`src/rtl/fp_stack_pkg.sv`:
```
package fp_stack_pkg;
  localparam logic [1:0] TAG_VALID = 2'b00;
  localparam logic [1:0] TAG_EMPTY = 2'b11;

  typedef enum logic [3:0] {
    OP_NOP        = 4'd0,
    OP_PUSH       = 4'd1,
    OP_STORE      = 4'd2,
    OP_STOREP     = 4'd3,
    OP_XCHG       = 4'd4,
    OP_READ       = 4'd5,
    OP_WRITE      = 4'd6,
    OP_INIT       = 4'd7,
    OP_VEC_EMPTY  = 4'd8,
    OP_VEC_RD     = 4'd9,
    OP_VEC_WR     = 4'd10
  } stk_op_e;
endpackage

```
`src/rtl/stk_addr_map.sv`:
```
// Maps stack-relative names onto physical register indices (power-of-two depth).
module stk_addr_map #(
  parameter int IDX_W = 3
) (
  input  logic [IDX_W-1:0] top_i,
  input  logic [IDX_W-1:0] rel_i,
  output logic [IDX_W-1:0] ph_top_o,
  output logic [IDX_W-1:0] ph_rel_o,
  output logic [IDX_W-1:0] ph_push_o
);
  localparam logic [IDX_W-1:0] ONE = {{(IDX_W-1){1'b0}}, 1'b1};

  assign ph_top_o  = top_i;
  assign ph_rel_o  = top_i + rel_i;
  assign ph_push_o = top_i - ONE;
endmodule

```
`src/rtl/stk_tag_file.sv`:
```
// Per-register tags with a single-entry write and two bulk operations.
module stk_tag_file #(
  parameter int NREG  = 8,
  parameter int TAG_W = 2,
  localparam int IDX_W = $clog2(NREG)
) (
  input  logic                  clk,
  input  logic                  rst,
  input  logic                  we_i,
  input  logic [IDX_W-1:0]      waddr_i,
  input  logic [TAG_W-1:0]      wval_i,
  input  logic                  all_empty_i,
  input  logic                  all_valid_i,
  output logic [NREG*TAG_W-1:0] tags_o
);
  import fp_stack_pkg::*;

  for (genvar g = 0; g < NREG; g++) begin : g_tag
    logic [TAG_W-1:0] tag_q;
    always_ff @(posedge clk) begin
      if (rst || all_empty_i) begin
        tag_q <= TAG_EMPTY;
      end else if (all_valid_i) begin
        tag_q <= TAG_VALID;
      end else if (we_i && (waddr_i == IDX_W'(g))) begin
        tag_q <= wval_i;
      end
    end
    assign tags_o[g*TAG_W +: TAG_W] = tag_q;
  end
endmodule

```
`src/rtl/stk_data_file.sv`:
```
// Physical data registers: two write ports (exchange), three combinational read ports.
module stk_data_file #(
  parameter int NREG   = 8,
  parameter int WORD_W = 80,
  localparam int IDX_W = $clog2(NREG)
) (
  input  logic              clk,
  input  logic              rst,
  input  logic              we_a_i,
  input  logic [IDX_W-1:0]  wa_a_i,
  input  logic [WORD_W-1:0] din_a_i,
  input  logic              we_b_i,
  input  logic [IDX_W-1:0]  wa_b_i,
  input  logic [WORD_W-1:0] din_b_i,
  input  logic [IDX_W-1:0]  ra_0_i,
  input  logic [IDX_W-1:0]  ra_1_i,
  input  logic [IDX_W-1:0]  ra_2_i,
  output logic [WORD_W-1:0] rd_0_o,
  output logic [WORD_W-1:0] rd_1_o,
  output logic [WORD_W-1:0] rd_2_o
);
  logic [WORD_W-1:0] regs [NREG];

  for (genvar g = 0; g < NREG; g++) begin : g_word
    always_ff @(posedge clk) begin
      if (rst) begin
        regs[g] <= '0;
      end else if (we_b_i && (wa_b_i == IDX_W'(g))) begin
        regs[g] <= din_b_i;
      end else if (we_a_i && (wa_a_i == IDX_W'(g))) begin
        regs[g] <= din_a_i;
      end
    end
  end

  assign rd_0_o = regs[ra_0_i];
  assign rd_1_o = regs[ra_1_i];
  assign rd_2_o = regs[ra_2_i];
endmodule

```
`src/rtl/fp_reg_stack.sv`:
```
module fp_reg_stack #(
  parameter int NREG   = 8,
  parameter int WORD_W = 80,
  parameter int MANT_W = 64,
  parameter int TAG_W  = 2,
  localparam int IDX_W = $clog2(NREG),
  localparam int EXP_W = WORD_W - MANT_W
) (
  input  logic                  clk,
  input  logic                  rst,
  input  logic [3:0]            cmd_op,
  input  logic [IDX_W-1:0]      cmd_idx,
  input  logic [WORD_W-1:0]     cmd_word,
  input  logic [MANT_W-1:0]     cmd_vec,
  output logic [WORD_W-1:0]     st_data,
  output logic                  st_data_vld,
  output logic [MANT_W-1:0]     vec_data,
  output logic                  vec_data_vld,
  output logic                  push_ovf,
  output logic                  stk_unf,
  output logic [IDX_W-1:0]      top_ptr,
  output logic [NREG*TAG_W-1:0] tag_vec
);
  import fp_stack_pkg::*;

  stk_op_e op;
  assign op = stk_op_e'(cmd_op);

  logic [IDX_W-1:0] top_q, top_nxt;
  logic [IDX_W-1:0] ph_top, ph_rel, ph_push;

  stk_addr_map #(.IDX_W(IDX_W)) u_map (
    .top_i    (top_q),
    .rel_i    (cmd_idx),
    .ph_top_o (ph_top),
    .ph_rel_o (ph_rel),
    .ph_push_o(ph_push)
  );

  // tag file controls
  logic             tag_we, all_empty, all_valid;
  logic [IDX_W-1:0] tag_wa;
  logic [TAG_W-1:0] tag_wv;
  logic [NREG*TAG_W-1:0] tags;

  stk_tag_file #(.NREG(NREG), .TAG_W(TAG_W)) u_tags (
    .clk        (clk),
    .rst        (rst),
    .we_i       (tag_we),
    .waddr_i    (tag_wa),
    .wval_i     (tag_wv),
    .all_empty_i(all_empty),
    .all_valid_i(all_valid),
    .tags_o     (tags)
  );

  logic emp_top, emp_rel, emp_push;
  assign emp_top  = (tags[int'(ph_top)  * TAG_W +: TAG_W] == TAG_EMPTY);
  assign emp_rel  = (tags[int'(ph_rel)  * TAG_W +: TAG_W] == TAG_EMPTY);
  assign emp_push = (tags[int'(ph_push) * TAG_W +: TAG_W] == TAG_EMPTY);

  // data file controls
  logic              we_a, we_b;
  logic [IDX_W-1:0]  wa_a, wa_b;
  logic [WORD_W-1:0] din_a, din_b;
  logic [WORD_W-1:0] rd_top, rd_rel, rd_vec;

  stk_data_file #(.NREG(NREG), .WORD_W(WORD_W)) u_data (
    .clk    (clk),
    .rst    (rst),
    .we_a_i (we_a),
    .wa_a_i (wa_a),
    .din_a_i(din_a),
    .we_b_i (we_b),
    .wa_b_i (wa_b),
    .din_b_i(din_b),
    .ra_0_i (ph_top),
    .ra_1_i (ph_rel),
    .ra_2_i (cmd_idx),
    .rd_0_o (rd_top),
    .rd_1_o (rd_rel),
    .rd_2_o (rd_vec)
  );

  logic              st_ld, vec_ld, ovf_nxt, unf_nxt;
  logic [WORD_W-1:0] st_sel;

  always_comb begin
    we_a      = 1'b0;
    wa_a      = ph_top;
    din_a     = cmd_word;
    we_b      = 1'b0;
    wa_b      = ph_rel;
    din_b     = rd_top;
    tag_we    = 1'b0;
    tag_wa    = ph_top;
    tag_wv    = TAG_VALID;
    all_empty = 1'b0;
    all_valid = 1'b0;
    top_nxt   = top_q;
    st_ld     = 1'b0;
    st_sel    = rd_top;
    vec_ld    = 1'b0;
    ovf_nxt   = 1'b0;
    unf_nxt   = 1'b0;
    case (op)
      OP_PUSH: begin
        if (!emp_push) begin
          ovf_nxt = 1'b1;
        end else begin
          we_a    = 1'b1;
          wa_a    = ph_push;
          tag_we  = 1'b1;
          tag_wa  = ph_push;
          top_nxt = ph_push;
        end
      end
      OP_STORE: begin
        if (emp_top) unf_nxt = 1'b1;
        else         st_ld   = 1'b1;
      end
      OP_STOREP: begin
        if (emp_top) begin
          unf_nxt = 1'b1;
        end else begin
          st_ld   = 1'b1;
          tag_we  = 1'b1;
          tag_wv  = TAG_EMPTY;
          top_nxt = ph_top + IDX_W'(1);
        end
      end
      OP_XCHG: begin
        if (emp_top || emp_rel) begin
          unf_nxt = 1'b1;
        end else begin
          we_a  = 1'b1;
          din_a = rd_rel;
          we_b  = 1'b1;
        end
      end
      OP_READ: begin
        if (emp_rel) begin
          unf_nxt = 1'b1;
        end else begin
          st_ld  = 1'b1;
          st_sel = rd_rel;
        end
      end
      OP_WRITE: begin
        we_a   = 1'b1;
        wa_a   = ph_rel;
        tag_we = 1'b1;
        tag_wa = ph_rel;
      end
      OP_INIT: begin
        all_empty = 1'b1;
        top_nxt   = '0;
      end
      OP_VEC_EMPTY: all_empty = 1'b1;
      OP_VEC_RD: begin
        vec_ld    = 1'b1;
        all_valid = 1'b1;
      end
      OP_VEC_WR: begin
        we_a      = 1'b1;
        wa_a      = cmd_idx;
        din_a     = {{EXP_W{1'b1}}, cmd_vec};
        all_valid = 1'b1;
      end
      default: ;
    endcase
  end

  always_ff @(posedge clk) begin
    if (rst) begin
      top_q        <= '0;
      st_data      <= '0;
      st_data_vld  <= 1'b0;
      vec_data     <= '0;
      vec_data_vld <= 1'b0;
      push_ovf     <= 1'b0;
      stk_unf      <= 1'b0;
    end else begin
      top_q        <= top_nxt;
      st_data_vld  <= st_ld;
      vec_data_vld <= vec_ld;
      push_ovf     <= ovf_nxt;
      stk_unf      <= unf_nxt;
      if (st_ld)  st_data  <= st_sel;
      if (vec_ld) vec_data <= rd_vec[MANT_W-1:0];
    end
  end

  assign top_ptr = top_q;
  assign tag_vec = tags;
endmodule

```
`config.mk`:
```
export PLATFORM = sky130hd
export DESIGN_NAME = fp_reg_stack
export DESIGN_NICKNAME = d
export VERILOG_FILES = /design/src/rtl/fp_stack_pkg.sv /design/src/rtl/stk_addr_map.sv /design/src/rtl/stk_tag_file.sv /design/src/rtl/stk_data_file.sv /design/src/rtl/fp_reg_stack.sv
export SDC_FILE = /design/constraint.sdc
export NUM_CORES = 2
export LEC_CHECK = 0
export BUFFER_PORTS_ARGS = -buffer_cell sky130_fd_sc_hd__buf_2
export CAP_MARGIN = 10
export CELL_PAD_IN_SITES_DETAIL_PLACEMENT = 0
export CELL_PAD_IN_SITES_GLOBAL_PLACEMENT = 1
export CORE_MARGIN = 3
export CORE_UTILIZATION = 30
export DETAILED_ROUTE_END_ITERATION = 7
export PLACE_DENSITY = 0.61
export SLEW_MARGIN = 20
export SYNTH_ARGS = -nofsm -noshare
export SYNTH_HDL_FRONTEND = slang
export SYNTH_SLANG_ARGS = --single-unit
```
`constraint.sdc`:
```
create_clock -name clk -period 7.5 [get_ports clk]
set_input_delay 0.75 -clock clk [delete_from_list [all_inputs] [get_ports clk]]
set_output_delay 0.75 -clock clk [all_outputs]
set_load 0.02 [all_outputs]
```
==> results.tsv <==
metric	value	unit
setup_viol	0	
fin_worst_skew	50.20	ps
drive_above_1_share	36.88	%
placementRows	143	
grt_max_degree	131	
endpoint_kind	flip-flop	
ant_nets	0	
n_fill_cell	14820	
synth.distinct_cells	70	
max_slew_margin	22.78	%
whs	457.8	ps
drtPass1Iterations	6	
worst-path-buf-inv	4	
start_util	30.31	%
synth_cells	3324	
cp_max_fo	44	
ir_worst_vdd	0.1884	mV
synthesis.nets	3481	
ctsHoldBuffers	0	
htree_num_levels	3	
total_power	0.01209	W
clock_path_buffers	3	
avgSynthCellArea	13.90	um2
post-route-drc-count	0	
grt_pass1_vias	36240	
dp_cells	5378	
crit_top_cell	buf_4	
yosysSeqAreaShare	48.61	%
routabilityCongestion	0.8154	
cts.repair.resized	0	
core_area	0.1524	mm2
nets	3604	
hold_viol_final	0	
cp_slowest_cell	buf_4	
worstSetupStartpointType	primary input	
synth_flop_cell	edfxtp_1	
synth_edf_count	640	
post_drt_wl_per_cell	35.46	um
drt_wl_total	197100	um
antenna_cells	0	
maxCapViolations	0	
critPathKind	in -> reg	
min_period_over_period	72.75	%
layout.cells.non_filler	5560	
routed_via_density	6.507	
overflow	0	
multi_input_area	0.02232	mm2
max_freq	0.1833	GHz
hold_class	reg -> reg	
arrival	5890	ps
postCtsSetupBuffers	0	
dieHeight	398.4	um
area_growth	14.93	%
crit_chain	buf_4 > clkinv_2 > fa_4 > xnor3_4 > buf_4 > buf_4 > mux2i_1 > nor2_1 > a211oi_1 > o22ai_1	
tightestPinTransition	1158	ps
final_util	34.84	%
die_area	0.1588	mm2
crit_required	7930	ps
cts_tree	built	
p_leak	17.08	nW
clkTransAtPathRegs	60	ps
p_per_area	227.7	mW/mm2
grtUsageTotal	24.10	%
io_buffer_count	319	
antenna_found_initial	3	
async_flop_share	0	%
clk_latency	730	ps
max_stage_delay	950	ps
synth_warnings	0	
grt_pass1_wl	276400	um
drtIter0Drc	4461	
timing.final.crit_period	5456	ps
root_buffer	clkbuf_16	
vias	36180	
synthesis.area	0.04620	mm2
clkSinkCount	802	
die_x	398.4	um
rsz0062_at_grt	false	
status	complete, no violations	
regArea	0.02247	mm2
cts_buffers	96	
fin_setup_tns	0	ps
io_pins	320	
critPathTopFamily	buffers and inverters	
post-dp-hpwl	107300	um
ys_ff_latch	802	
slew_violations	0	
[layout make-up]
type	count	share of cell area, %
clock buffer	125	4.957
clock inverter	56	1.204
inverter	5	0.03770
multi-input combinational	2137	42.03
sequential	802	42.32
tap	2030	4.783
timing repair buffer	405	4.667
[worst min-delay path, stage by stage (launching register included)]
cell and delay [ps]:
dfxtp_1 310, nand2_1 50, a21oi_1 50
[cell usage in the layout, fill, tap and decap left out, types with 11 or more instances in the layout]
| master | netlist | final |
|---|---|---|
| dfxtp_1 | 162 | 159 |
| a22oi_1 | 15 | 15 |
| o21a_1 | 15 | 15 |
| nand2b_1 | 71 | 70 |
| a22o_1 | 66 | 66 |
| mux4_2 | 452 | 452 |
| mux2_2 | 78 | 78 |
| a221oi_1 | 24 | 24 |
| clkinv_2 | 0 | 23 |
| a21oi_1 | 77 | 77 |
| clkbuf_16 | 0 | 97 |
| o21ai_0 | 15 | 15 |
| a211oi_1 | 19 | 19 |
| o22ai_1 | 568 | 568 |
| buf_2 | 104 | 315 |
| buf_4 | 8 | 70 |
| nor2b_1 | 16 | 15 |
| nor2_1 | 105 | 104 |
| edfxtp_1 | 640 | 640 |
| buf_12 | 0 | 15 |
| o221a_2 | 53 | 53 |
| mux2i_1 | 93 | 93 |
| clkbuf_1 | 212 | 18 |
| o22ai_2 | 60 | 60 |
| nand2_1 | 189 | 184 |
| clkinv_1 | 0 | 11 |
| a311oi_1 | 66 | 66 |
| a21oi_2 | 57 | 57 |
[layer usage]
layer | vias up | wire (um) | GRT usage (%)
met5 | - | 34 | 0
met4 | 6 | 9526 | 11.31
met3 | 487 | 18770 | 5.727
met2 | 2454 | 94220 | 39.38
met1 | 18850 | 74590 | 30.13
li1 | 14390 | - | -
[power by group]
part | internal (W) | total [W] | switching [W]
Clock | 0.00284 | 0.00489 | 0.00205
Combinational | 0.000856 | 0.00203 | 0.00118
Sequential | 0.00499 | 0.00517 | 0.000178
[metrics by stage]
stage	setup slack, ps	area, um2
6_report	2044	53100
5_1_grt	1823	53100
4_1_cts	2130	53070
3_5_place_dp	1359	49800
3_3_place_gp	1377	49800
2_1_floorplan	1951	46200
[final timing paths]
kind	start	to	slack, ps	depth (start not counted)
max	cmd_idx[1]	u_data.regs[7][72]	2040	10
min	st_data[0]	st_data[0]	460	2
max reg2reg	top_ptr[1]	u_data.regs[7][72]	2120	9
min reg2reg	st_data[0]	st_data[0]	460	2
[cell families (layout without fill, tap and decap cells)]
logic type / Yosys count / in the layout / share of synthesized area, %
adder cells (fa/ha/maj): 4 / 4 / 0.1246
AND/OR/NAND/NOR: 432 / 432 / 4.354
multiplexers: 624 / 624 / 26.00
buffers and inverters: 385 / 591 / 3.621
AO/OA/AOI/OAI: 1073 / 1073 / 17.18
XOR/XNOR: 4 / 4 / 0.1056
flip-flops: 802 / 802 / 48.61
[cells in the mapped netlist (2+ instances only)]
cell      number  area, um2
o22ai_1      568       3553
inv_1          5      18.77
o221a_2       53      596.8
and4bb_2       2      25.02
a211o_1        5      43.79
ha_1           3      37.54
nor3_1         6      30.03
a221oi_2       2      30.03
mux2_2        78      878.3
o22ai_2       60      750.7
o211ai_1       2      15.01
buf_6          9      101.4
clkbuf_1     212      795.8
buf_1         47      176.4
xor2_1         2      17.52
dfxtp_1      162       3243
edfxtp_1     640      19220
o21ai_0       15      75.07
a21oi_1       77      385.4
nand3_1       15      75.07
o21a_1        15      112.6
nor2b_1       16      100.1
nand3b_1       7      52.55
nor2_1       105      394.1
and3_1         4      25.02
a21oi_2       57      499.2
a211oi_1      19      142.6
a22o_1        66      578.1
o21ai_1        4      20.02
mux4_2       452      10180
nand2b_1      71      444.2
a311oi_1      66      578.1
a311o_1        2      20.02
buf_2        104      520.5
a221oi_1      24      210.2
and2_1         5      31.28
nand2_1      189      709.4
buf_4          8      60.06
a22oi_1       15      112.6
a31oi_1       10      62.56
mux2i_1       93      930.9
[registers in the layout, indices dropped and copies added (netlist names), named ones only]
signal	cells
push_ovf	1
u_tags.g_tag.tag_q	8
vec_data_vld	1
top_ptr	3
vec_data	64
st_data	80
st_data_vld	1
u_data.regs	640
stk_unf	1
No activity file was read; power rests on OpenSTA's default activity.
